<file path="config.mk">
export PLATFORM = sky130hd
export DESIGN_NAME = vsrc_select
export DESIGN_NICKNAME = d
export VERILOG_FILES = /design/src/rtl/vsrc_pkg.sv /design/src/rtl/vsrc_field.sv /design/src/rtl/vsrc_chan.sv /design/src/rtl/vsrc_select.sv
export SDC_FILE = /design/constraint.sdc
export NUM_CORES = 1
export LEC_CHECK = 0
export BUFFER_PORTS_ARGS = -buffer_cell sky130_fd_sc_hd__buf_4
export CAP_MARGIN = 30
export CORE_ASPECT_RATIO = 1.1
export CORE_UTILIZATION = 45
export DETAILED_ROUTE_END_ITERATION = 12
export GPL_ROUTABILITY_DRIVEN = 0
export GPL_TIMING_DRIVEN = 0
export PLACE_DENSITY = 0.75
export SLEW_MARGIN = 20
export SYNTH_ARGS = -nofsm -noshare
export SYNTH_HDL_FRONTEND = slang
export SYNTH_HIERARCHICAL = 1
export SYNTH_SLANG_ARGS = --single-unit
</file>
<file path="constraint.sdc">
create_clock -name clk -period 2 [get_ports clk]
set_input_delay 0.3 -clock clk [delete_from_list [all_inputs] [get_ports clk]]
set_output_delay 0.3 -clock clk [all_outputs]
set_load 0.01 [all_outputs]
</file>
<file path="src/rtl/vsrc_pkg.sv">
package vsrc_pkg;
  localparam int unsigned CF_W = 4;
  localparam logic [CF_W-1:0] CF_AVS = 4'b1100;
  localparam logic [CF_W-1:0] CF_MB  = 4'b0000;
  localparam logic [1:0]      NV_AVS = 2'b10;

  // live field value implied by a non-volatile default code
  function automatic logic [CF_W-1:0] boot_field(input logic [1:0] code);
    return (code == NV_AVS) ? CF_AVS : CF_MB;
  endfunction
endpackage

</file>
<file path="src/rtl/vsrc_field.sv">
module vsrc_field
  import vsrc_pkg::*;
(
  input  logic            clk,
  input  logic            rst_n,
  input  logic [1:0]      nv_dflt,
  input  logic            wr,
  input  logic [CF_W-1:0] wdata,
  output logic [CF_W-1:0] field
);
  logic            ovr_q, ovr_d;
  logic [CF_W-1:0] fld_q, fld_d;

  always_comb begin
    ovr_d = ovr_q;
    fld_d = fld_q;
    if (wr) begin
      ovr_d = 1'b1;
      fld_d = wdata;
    end
  end

  always_ff @(posedge clk or negedge rst_n) begin
    if (!rst_n) begin
      ovr_q <= 1'b0;
      fld_q <= CF_MB;
    end else if (wr) begin
      ovr_q <= ovr_d;
      fld_q <= fld_d;
    end
  end

  // until the first write the field follows the non-volatile default
  assign field = ovr_q ? fld_q : boot_field(nv_dflt);
endmodule

</file>
<file path="src/rtl/vsrc_chan.sv">
module vsrc_chan
  import vsrc_pkg::*;
#(
  parameter int unsigned VW    = 8,
  parameter logic [VW-1:0] LOW_V = '0
) (
  input  logic            clk,
  input  logic            rst_n,
  input  logic            en,
  input  logic [CF_W-1:0] field,
  input  logic            commit,
  input  logic [VW-1:0]   avs_v,
  input  logic [VW-1:0]   mb_v,
  output logic [VW-1:0]   tgt,
  output logic            is_avs,
  output logic            chg
);
  logic          sel_d;
  logic          avs_q;
  logic          chg_q, chg_d;
  logic [VW-1:0] hold_q, hold_d;
  logic          hold_ce;

  always_comb begin
    sel_d   = en && (field == CF_AVS);
    chg_d   = sel_d != avs_q;
    hold_ce = 1'b0;
    hold_d  = hold_q;
    if (sel_d && commit) begin
      hold_ce = 1'b1;
      hold_d  = avs_v;
    end else if (sel_d && !avs_q) begin
      hold_ce = 1'b1;
      hold_d  = LOW_V;
    end
  end

  always_ff @(posedge clk or negedge rst_n) begin
    if (!rst_n) begin
      avs_q <= 1'b0;
      chg_q <= 1'b0;
    end else begin
      avs_q <= sel_d;
      chg_q <= chg_d;
    end
  end

  always_ff @(posedge clk or negedge rst_n) begin
    if (!rst_n)       hold_q <= LOW_V;
    else if (hold_ce) hold_q <= hold_d;
  end

  assign tgt    = avs_q ? hold_q : mb_v;
  assign is_avs = avs_q;
  assign chg    = chg_q;
endmodule

</file>
<file path="src/rtl/vsrc_select.sv">
module vsrc_select
  import vsrc_pkg::*;
#(
  parameter int unsigned   NCH   = 2,
  parameter int unsigned   VW    = 8,
  parameter logic [VW-1:0] LOW_V = '0
) (
  input  logic              clk,
  input  logic              rst_n,
  input  logic [NCH-1:0]    nv_avs_en,
  input  logic [2*NCH-1:0]  nv_dflt,
  input  logic [NCH-1:0]    ctrl_wr,
  input  logic [CF_W-1:0]   ctrl_wdata,
  input  logic [NCH*VW-1:0] mb_vout,
  input  logic [NCH-1:0]    avs_commit,
  input  logic [NCH*VW-1:0] avs_vout,
  output logic [NCH*VW-1:0] vout_tgt,
  output logic [NCH-1:0]    src_avs,
  output logic [NCH-1:0]    src_chg
);
  for (genvar c = 0; c < NCH; c++) begin : g_ch
    logic [CF_W-1:0] field;

    vsrc_field u_field (
      .clk     (clk),
      .rst_n   (rst_n),
      .nv_dflt (nv_dflt[2*c +: 2]),
      .wr      (ctrl_wr[c]),
      .wdata   (ctrl_wdata),
      .field   (field)
    );

    vsrc_chan #(.VW(VW), .LOW_V(LOW_V)) u_chan (
      .clk    (clk),
      .rst_n  (rst_n),
      .en     (nv_avs_en[c]),
      .field  (field),
      .commit (avs_commit[c]),
      .avs_v  (avs_vout[c*VW +: VW]),
      .mb_v   (mb_vout[c*VW +: VW]),
      .tgt    (vout_tgt[c*VW +: VW]),
      .is_avs (src_avs[c]),
      .chg    (src_chg[c])
    );
  end
endmodule

</file>
==> impl_metrics.tcl <==
set metrics [dict create \
    clk_latency_ns 0.33 \
    finalSetupViolCount 0 \
    via_per_inst 5.35 \
    crit_type "flip-flop to primary output" \
    syn_nets 146 \
    dp_worst_setup_slack_ns 0.360 \
    drv_slew 0 \
    yosysWarnings 6 \
    powerDensity_mw_per_mm2 753 \
    fmax_mhz 575 \
    cts_buffers 5 \
    synthCells 98 \
    drive_gt1_share_pct 58.6 \
    skew_ns 0.00991 \
    placed_cell_area_mm2 0.00196 \
    drt-total-wl_mm 3.12 \
    coreArea_mm2 0.00288 \
    root_buffer "clkbuf_4" \
    setup.worst_path.end_class "primary output" \
    cap_violations 0 \
    port_buffers 67 \
    htreeDepth 2 \
    placed_cells 198 \
    vdd_ir_drop_max_uv 798 \
    ant_nets 0 \
    hp-class "primary input to flip-flop" \
    ys_seq_area_share_pct 53.1 \
    stdcell_count 207 \
    syn-cell-area_mm2 0.00141 \
    synth_xor_area_share_pct 1.24 \
    area_growth_pct 44.7 \
    nNetsFinal 221 \
    synth_mux_area_share_pct 19.1 \
    synth_top_family_by_area "multiplexers" \
    cp_data_required_time_ns 1.70 \
    worstPathArrival_ns 1.44 \
    core.rowCount 20 \
    grt_pass1_wl_mm 5.31 \
    start_util_pct 49.1 \
    gr-total-overflow 0 \
    period_share_pct 87.0 \
    dr.first_iter.drc_count 34 \
    start_kind "flip-flop" \
    leakage_nw 1.01 \
    syn_avg_cell_area_um2 14.4 \
    fin_setup_tns_ns 0 \
    dieWidth_um 55.4 \
    grt_pass1_vias 1152 \
    drt-pass1-iter-count 4 \
    antenna_found_initial 0 \
    cts.sinks 30 \
    finalHoldViolations 0 \
    synthSimpleGateAreaFrac_pct 9.91 \
    crit_fanout 10 \
    path_clk_slew_ns 0.10 \
    slew_headroom_pct 75.1 \
    ys_ff_latch 30 \
    synth_cell_type_count 23 \
    synth_fa_ha_area_share_pct 0 \
    grt_max_degree 31 \
    vias 1107 \
    hpwl_mm 2.36 \
    layout_setup_ws_ns 0.259 \
    worstMarginPinSlew_ns 0.374 \
    power_w 0.00154 \
    die-area_mm2 0.00337 \
    fp.dieH_um 60.8 \
    grt_usage_pct 21.5 \
    ioPinCount 68 \
    post-route-min-period_ns 1.74 \
    rsz0062_at_grt "no" \
    wire_per_inst_um 15.1 \
    cts_tree "built" \
    cts_buffer_depth 2 \
    final_cell_area_mm2 0.00205 \
    status "finished clean" \
    drc_errors 0 \
    synth_compound_area_share_pct 13.9 \
    antenna_cells 0 \
]
## cell usage after synthesis
cell,n,area (um^2)
dfrtp_1,30,751
a22o_1,16,140
mux2_2,16,180
mux2_1,8,90.1
a21o_1,4,30.0
and2_1,4,25.0
buf_6,2,22.5
nor3b_2,2,25.0
or2_1,2,12.5
and2_2,1,7.51
and3_2,1,7.51
and3_4,1,11.3
and4_1,1,8.76
and4bb_1,1,12.5
buf_2,1,5.00
buf_4,1,7.51
inv_1,1,3.75
nand2b_1,1,6.26
nand3_1,1,5.00
nor3b_4,1,18.8
o2111ai_4,1,26.3
xnor2_1,1,8.76
xor2_1,1,8.76
## area by class of cell
class / instances / area (um^2)
repair buffers: 68 / 513
multi-input cells: 63 / 624
clock buffers: 5 / 37.5
clock inverters: 3 / 40.0
flip-flops and latches: 30 / 751
plain buffers: 4 / 35.0
well taps: 33 / 41.3
inverters: 1 / 3.75
fillers: 214 / 832
## logic make-up after synthesis
logic type / count (synthesis)
AND/OR/NAND/NOR: 16
flip-flops: 30
AO/OA/AOI/OAI: 21
multiplexers: 24
XOR/XNOR: 2
buffers and inverters: 5
## sequential cells by signal (all words and copies together) (netlist names)
name and count:
g_ch.u_field/fld_q 8, g_ch.u_chan/is_avs 2, g_ch.u_field/ovr_q 2, g_ch.u_chan/chg 2
g_ch.u_chan/hold_q 16
## repair_timing
action,CTS,global route
resized for setup,0,0
setup buffers,0,0
endpoints found under the hold margin,30,0
hold buffers,1,0
## path summary, 6_finish.rpt
path | from | endpoint | slack (ns) | depth (start not counted)
max | g_ch[0].u_chan/is_avs | vout_tgt[4] | 0.26 | 3
min | avs_vout[12] | g_ch[1].u_chan/hold_q[4] | 0.18 | 2
max reg2reg | g_ch[0].u_field/ovr_q | g_ch[0].u_chan/hold_q[0] | 0.34 | 5
min reg2reg | g_ch[0].u_field/fld_q[0] | g_ch[0].u_field/fld_q[0] | 0.49 | 1
max in group asynchronous | rst_n | g_ch[0].u_field/fld_q[2] | 1.28 | 2
min in group asynchronous | rst_n | g_ch[1].u_chan/hold_q[6] | 0.43 | 2
## cells in the final DEF (no fill, tap or decap)
cell	Yosys	layout
buf_4	1	68
dfrtp_1	30	30
mux2_2	16	16
a22o_1	16	16
mux2_1	8	8
clkbuf_4	0	5
and2_1	4	4
a21o_1	4	4
clkinv_2	0	2
buf_6	2	2
nor3b_2	2	2
or2_1	2	2
bufinv_16	0	1
buf_2	1	1
and4bb_1	1	1
and2_2	1	1
xor2_1	1	1
and3_4	1	1
nand2b_1	1	1
nand3_1	1	1
nor3b_4	1	1
and3_2	1	1
inv_1	1	1
xnor2_1	1	1
o2111ai_4	1	1
and4_1	1	1
dlygate4sd3_1	0	1
## metrics by stage
step,hold slack (ns),util (%)
final,0.184,71.1
after floorplan,0.00441,-
after CTS,0.162,71.1
after detailed placement,0.246,68.0
after global placement,0.240,68.0
after global routing,0.159,71.1
## critical path: stages (launching register included)
cell     delay [ns]
dfrtp_1        0.35
buf_2          0.25
mux2_2         0.37
buf_4          0.14
## layer usage
| metal | wire length, um | global-route usage (%) | part of all wire (%) | up-vias |
|---|---|---|---|---|
| met3 | 201 | 7.68 | 6.4 | 6 |
| met5 | 0 | 0 | 0 | - |
| met4 | 47 | 12.1 | 1.5 | 0 |
| li1 | - | - | - | 522 |
| met1 | 1370 | 25.9 | 44 | 532 |
| met2 | 1500 | 34.4 | 48 | 47 |
## power breakdown
part	switching, W	internal (W)
logic	0.000108	0.000201
clock network	0.000211	0.000259
registers	0.0000548	0.000708
total	0.000374	0.00117
No activity file was read; power rests on OpenSTA's default activity.
